--- src/rtl/supv_pkg.sv ---
package supv_pkg;

    // Reasons for holding reset, as seen by the hold logic.
    typedef struct packed {
        logic supply_low;
        logic manual;
    } cause_t;

    // Phase of the hold logic.
    typedef enum logic [1:0] {
        PH_CAUSE = 2'd0,
        PH_HOLD  = 2'd1,
        PH_IDLE  = 2'd2
    } phase_t;

    // Pair of reset outputs driven from one flag.
    typedef struct packed {
        logic hi;
        logic lo_n;
    } rst_pair_t;

    function automatic logic any_cause(cause_t c);
        return c.supply_low | c.manual;
    endfunction

    function automatic rst_pair_t make_pair(logic active);
        rst_pair_t p;
        p.hi   = active;
        p.lo_n = ~active;
        return p;
    endfunction

    // Counter width for a given hold length, never below one bit.
    function automatic int unsigned cnt_width(int unsigned hold);
        return (hold > 1) ? $clog2(hold) : 1;
    endfunction

endpackage

--- src/rtl/supv_sync.sv ---
module supv_sync #(
    parameter int unsigned STAGES  = 2,
    parameter logic        RST_VAL = 1'b1
) (
    input  logic clk,
    input  logic rst,
    input  logic d,
    output logic q
);
    logic [STAGES-1:0] chain;

    generate
        if (STAGES == 1) begin : g_single
            always_ff @(posedge clk) begin
                if (rst) chain <= RST_VAL;
                else     chain <= d;
            end
        end else begin : g_multi
            always_ff @(posedge clk) begin
                if (rst) chain <= {STAGES{RST_VAL}};
                else     chain <= {chain[STAGES-2:0], d};
            end
        end
    endgenerate

    assign q = chain[STAGES-1];
endmodule

--- src/rtl/supv_hold_ctr.sv ---
module supv_hold_ctr
    import supv_pkg::*;
#(
    parameter int unsigned HOLD_CYCLES = 16
) (
    input  logic clk,
    input  logic rst,
    input  logic cause,
    output logic active
);
    localparam int unsigned CNT_W = cnt_width(HOLD_CYCLES);
    localparam logic [CNT_W-1:0] LOAD = CNT_W'(HOLD_CYCLES - 1);

    phase_t           phase;
    logic [CNT_W-1:0] cnt;

    always_ff @(posedge clk) begin
        if (rst) begin
            phase <= PH_CAUSE;
            cnt   <= LOAD;
        end else if (cause) begin
            phase <= PH_CAUSE;
            cnt   <= LOAD;
        end else begin
            case (phase)
                PH_CAUSE, PH_HOLD: begin
                    if (cnt == '0) begin
                        phase <= PH_IDLE;
                    end else begin
                        phase <= PH_HOLD;
                        cnt   <= cnt - 1'b1;
                    end
                end
                default: begin
                    phase <= PH_IDLE;
                end
            endcase
        end
    end

    assign active = (phase != PH_IDLE);
endmodule

--- src/rtl/supv_out_stage.sv ---
module supv_out_stage
    import supv_pkg::*;
(
    input  logic active,
    output logic rst_hi,
    output logic rst_lo_n
);
    rst_pair_t pair;

    always_comb begin
        pair = make_pair(active);
    end

    assign rst_hi   = pair.hi;
    assign rst_lo_n = pair.lo_n;
endmodule

--- src/rtl/supv_reset_gen.sv ---
module supv_reset_gen
    import supv_pkg::*;
#(
    parameter int unsigned HOLD_CYCLES = 20_000_000,
    parameter int unsigned SYNC_STAGES = 2
) (
    input  logic clk,
    input  logic rst,
    input  logic supply_ok,
    input  logic mr_n,
    output logic rst_hi,
    output logic rst_lo_n
);
    logic   mr_n_sync;
    cause_t causes;
    logic   hold_cause;
    logic   hold_active;

    supv_sync #(
        .STAGES  (SYNC_STAGES),
        .RST_VAL (1'b1)
    ) u_mr_sync (
        .clk (clk),
        .rst (rst),
        .d   (mr_n),
        .q   (mr_n_sync)
    );

    always_comb begin
        causes.supply_low = ~supply_ok;
        causes.manual     = ~mr_n_sync;
        hold_cause        = any_cause(causes);
    end

    supv_hold_ctr #(
        .HOLD_CYCLES (HOLD_CYCLES)
    ) u_hold (
        .clk    (clk),
        .rst    (rst),
        .cause  (hold_cause),
        .active (hold_active)
    );

    supv_out_stage u_out (
        .active   (hold_active),
        .rst_hi   (rst_hi),
        .rst_lo_n (rst_lo_n)
    );
endmodule

--- config.mk ---
export PLATFORM = sky130hd
export DESIGN_NAME = supv_reset_gen
export DESIGN_NICKNAME = d
export VERILOG_FILES = /design/src/rtl/supv_pkg.sv /design/src/rtl/supv_sync.sv /design/src/rtl/supv_hold_ctr.sv /design/src/rtl/supv_out_stage.sv /design/src/rtl/supv_reset_gen.sv
export SDC_FILE = /design/constraint.sdc
export NUM_CORES = 1
export LEC_CHECK = 0
export ABC_AREA = 1
export CORE_ASPECT_RATIO = 1.4
export CORE_MARGIN = 5
export CORE_UTILIZATION = 30
export CTS_BUF_LIST = sky130_fd_sc_hd__clkbuf_16
export CTS_CLUSTER_DIAMETER = 150
export DETAILED_ROUTE_END_ITERATION = 12
export HOLD_SLACK_MARGIN = 0.02
export MAX_ROUTING_LAYER = met4
export PLACE_DENSITY_LB_ADDON = 0.25
export SETUP_SLACK_MARGIN = 0.2
export SKIP_CTS_REPAIR_TIMING = 1
export SYNTH_ARGS = -nofsm -noshare
export SYNTH_HDL_FRONTEND = slang
export SYNTH_SLANG_ARGS = --single-unit
export TNS_END_PERCENT = 1
--- constraint.sdc ---
create_clock -name clk -period 3.3 [get_ports clk]
set_input_delay 0.99 -clock clk [delete_from_list [all_inputs] [get_ports clk]]
set_output_delay 0.99 -clock clk [all_outputs]
set_load 0.05 [all_outputs]
==> results.toml <==
[final_layout]
antenna_cells = 0
area_growth_pct = 14.04
fillers = 625
multi_input_area_mm2 = 0.001006
finalInstanceArea_mm2 = 0.001941
final_nets = 279
drive_gt1_share_pct = 9.854
regArea_um2 = 580.6

[setup_path]
cp-end-kind = "output port"
required_ns = 2.31
startpoint_type = "register"
critPathArrivalTime_ns = 1.70
crit_fanout = 3
critPathKind = "register to output port"

[grt]
grt_pass1_wl_um = 7431
grt_overflow = 0
antenna_found_initial = 0
grt_pass1_vias = 1608
grt_util_all_layers_pct = 13.66
grt_max_degree = 24

[floorplanning]
fp-row-count = 32
die_h_um = 99.11
dieArea_mm2 = 0.007299
start_util_pct = 30.80
die_w_um = 73.65
io_pins = 6
coreArea_mm2 = 0.005525

[placed_design]
hpwlAfterDp_um = 3053
place_area_mm2 = 0.001808
post-place-ws_ns = 0.8979
port_buffers = 5
routabilityCongestion = 0.8041

[timing]
slew_headroom_pct = 55.81
clock_skew_ns = 0.002901
fmax_mhz = 371.3
fin_crit_sh_pct = 81.61
hold_viol_final = 0
finalMaxSlewViolations = 0
finalSetupViolCount = 0
setup_slack_ns = 0.6068
finalSetupTns_ns = 0
worst-slew-pin-transition_ns = 0.6604
layout_min_cycle_time_ns = 2.693
rsz0062_at_grt = "false"
fin_hold_ws_ns = 0.4079

[clock_network]
numCtsBuffers = 5
root_buffer = "clkbuf_16"
clk_latency_ns = 0.28
h-tree-depth = 2
clk_pin_slew_ns = 0.05
clock_path_buffers = 2
clock_sinks = 29
tritoncts = "done"

[synth]
synth_edf_count = 0
synth-main-ff-cell = "dfxtp_1"
async_reset_ff_share_pct = 0
syn_avg_cell_area_um2 = 6.373
yosys_warnings = 0
synth.area.top_cells = "dfxtp_1 (34%), nand2_1 (21%), nor2_1 (10%)"
yosysSeqAreaShare_pct = 34.12
synth_cell_type_count = 24
yosysMostFrequentCell = "nand2_1"
synth_top_area_share_pct = 34.12
syn_inst = 267
synth.ff_latch_count = 29
ys_top_cells_by_count = "nand2_1 (95), nor2_1 (46), dfxtp_1 (29)"
synthesis.nets = 272
synth_area_mm2 = 0.001702
synth_top_area_cell = "dfxtp_1"

[pwr]
powerDensity_mw_per_mm2 = 411.6
power.switching_uw = 168.9
ir_worst_vdd_mv = 0.2144
combinationalPowerShare_pct = 2.2
p_int_uw = 629.8
power_uw = 798.7
p_clk_share_pct = 53.3
p_seq_share_pct = 44.5
swShare_pct = 21.15
p_leak_uw = 0.0007757

[run]
cap_violations = 0

[routing]
ant_nets = 0
drcViolationCount = 0
firstDrtPassIters = 4
num_vias = 1603
drt-wirelength-per-cell_um = 12.38
avgViaCountPerCell = 4.687
drt_wl_total_um = 4235
drtIter0Drc = 43

[run_status]
status = "finished clean"

[hold_path]
holdCritPathClass = "register to register"
-- final timing paths --
check,end,start,slack [ns],cells after the start
min reg2reg,u_mr_sync.chain[1],u_mr_sync.chain[0],0.41,1
max reg2reg,u_hold.cnt[1],u_hold.cnt[0],1.18,8
max,rst_lo_n,u_hold.phase[1],0.61,3
min,u_mr_sync.chain[1],u_mr_sync.chain[0],0.41,1
-- state kept, by name (all words and copies together), names as in the netlist --
signal,flops
u_mr_sync.chain,2
u_hold.phase,2
u_hold.cnt,25
-- per-layer routing --
| layer | wire, um | global-route usage (%) |
|---|---|---|
| met1 | 1790 | 14.77 |
| met2 | 2248 | 23.16 |
| met3 | 89 | 2.730 |
| met4 | 106 | 6.834 |
| met5 | 0 | - |
-- worst max-delay path, cell delays in order, from the launching register on --
cell	delay [ns]
dfxtp_1	0.36
inv_1	0.11
nor2_1	0.13
clkdlybuf4s50_1	0.82
-- cell usage in the layout, fill, tap and decap left out --
| cell | synthesis | layout |
|---|---|---|
| nand2_1 | 95 | 95 |
| nor2_1 | 46 | 46 |
| dfxtp_1 | 29 | 29 |
| nand3_1 | 24 | 24 |
| inv_1 | 21 | 22 |
| nand4_1 | 7 | 7 |
| a21oi_2 | 7 | 7 |
| clkbuf_16 | 0 | 5 |
| clkdlybuf4s50_1 | 0 | 5 |
| xnor2_1 | 4 | 4 |
| nand3b_1 | 4 | 4 |
| nor2_2 | 3 | 3 |
| nand2_2 | 3 | 3 |
| nor2_4 | 3 | 3 |
| or2_2 | 3 | 3 |
| o21ai_0 | 3 | 3 |
| xor2_1 | 3 | 3 |
| a21oi_1 | 2 | 2 |
| nand2_4 | 1 | 1 |
| o21ai_4 | 1 | 1 |
| nor3_1 | 1 | 1 |
| ha_1 | 1 | 1 |
| clkinv_1 | 0 | 1 |
| buf_4 | 1 | 1 |
-- stage by stage --
stage / cells / utilization, %
after global routing: 342 / 35.12
after global placement: 335 / 32.72
final: 342 / 35.12
after detailed placement: 335 / 32.72
after floorplan: 267 / -
after CTS: 342 / 35.12
-- cell families after synthesis --
kind of cell / after synthesis / synth area share, %
AOI/OAI and AO/OA: 13 / 6.030
buffers and inverters: 27 / 6.765
adders and majority gates: 1 / 0.7352
DFF: 29 / 34.12
and+or+nand+nor: 190 / 48.75
xor gates and xnor gates: 7 / 3.603
-- power groups by stage --
stage	combinational (uW)	sequential [uW]	clock (uW)
6_report	17.5	355	426
3_5_place_dp	18.2	362	0
5_1_grt	19.7	355	452
2_1_floorplan	10.0	362	0
3_3_place_gp	17.7	362	0
4_1_cts	18.1	355	435
-- area by class of cell --
class	instances	area share [%]
multi-input combinational	211	51.84
sequential	29	29.92
clock buffer	5	6.447
tap	68	4.384
inverter	21	4.062
timing repair buffer	6	2.966
clock inverter	2	0.3868
No activity file was read; power rests on OpenSTA's default activity.
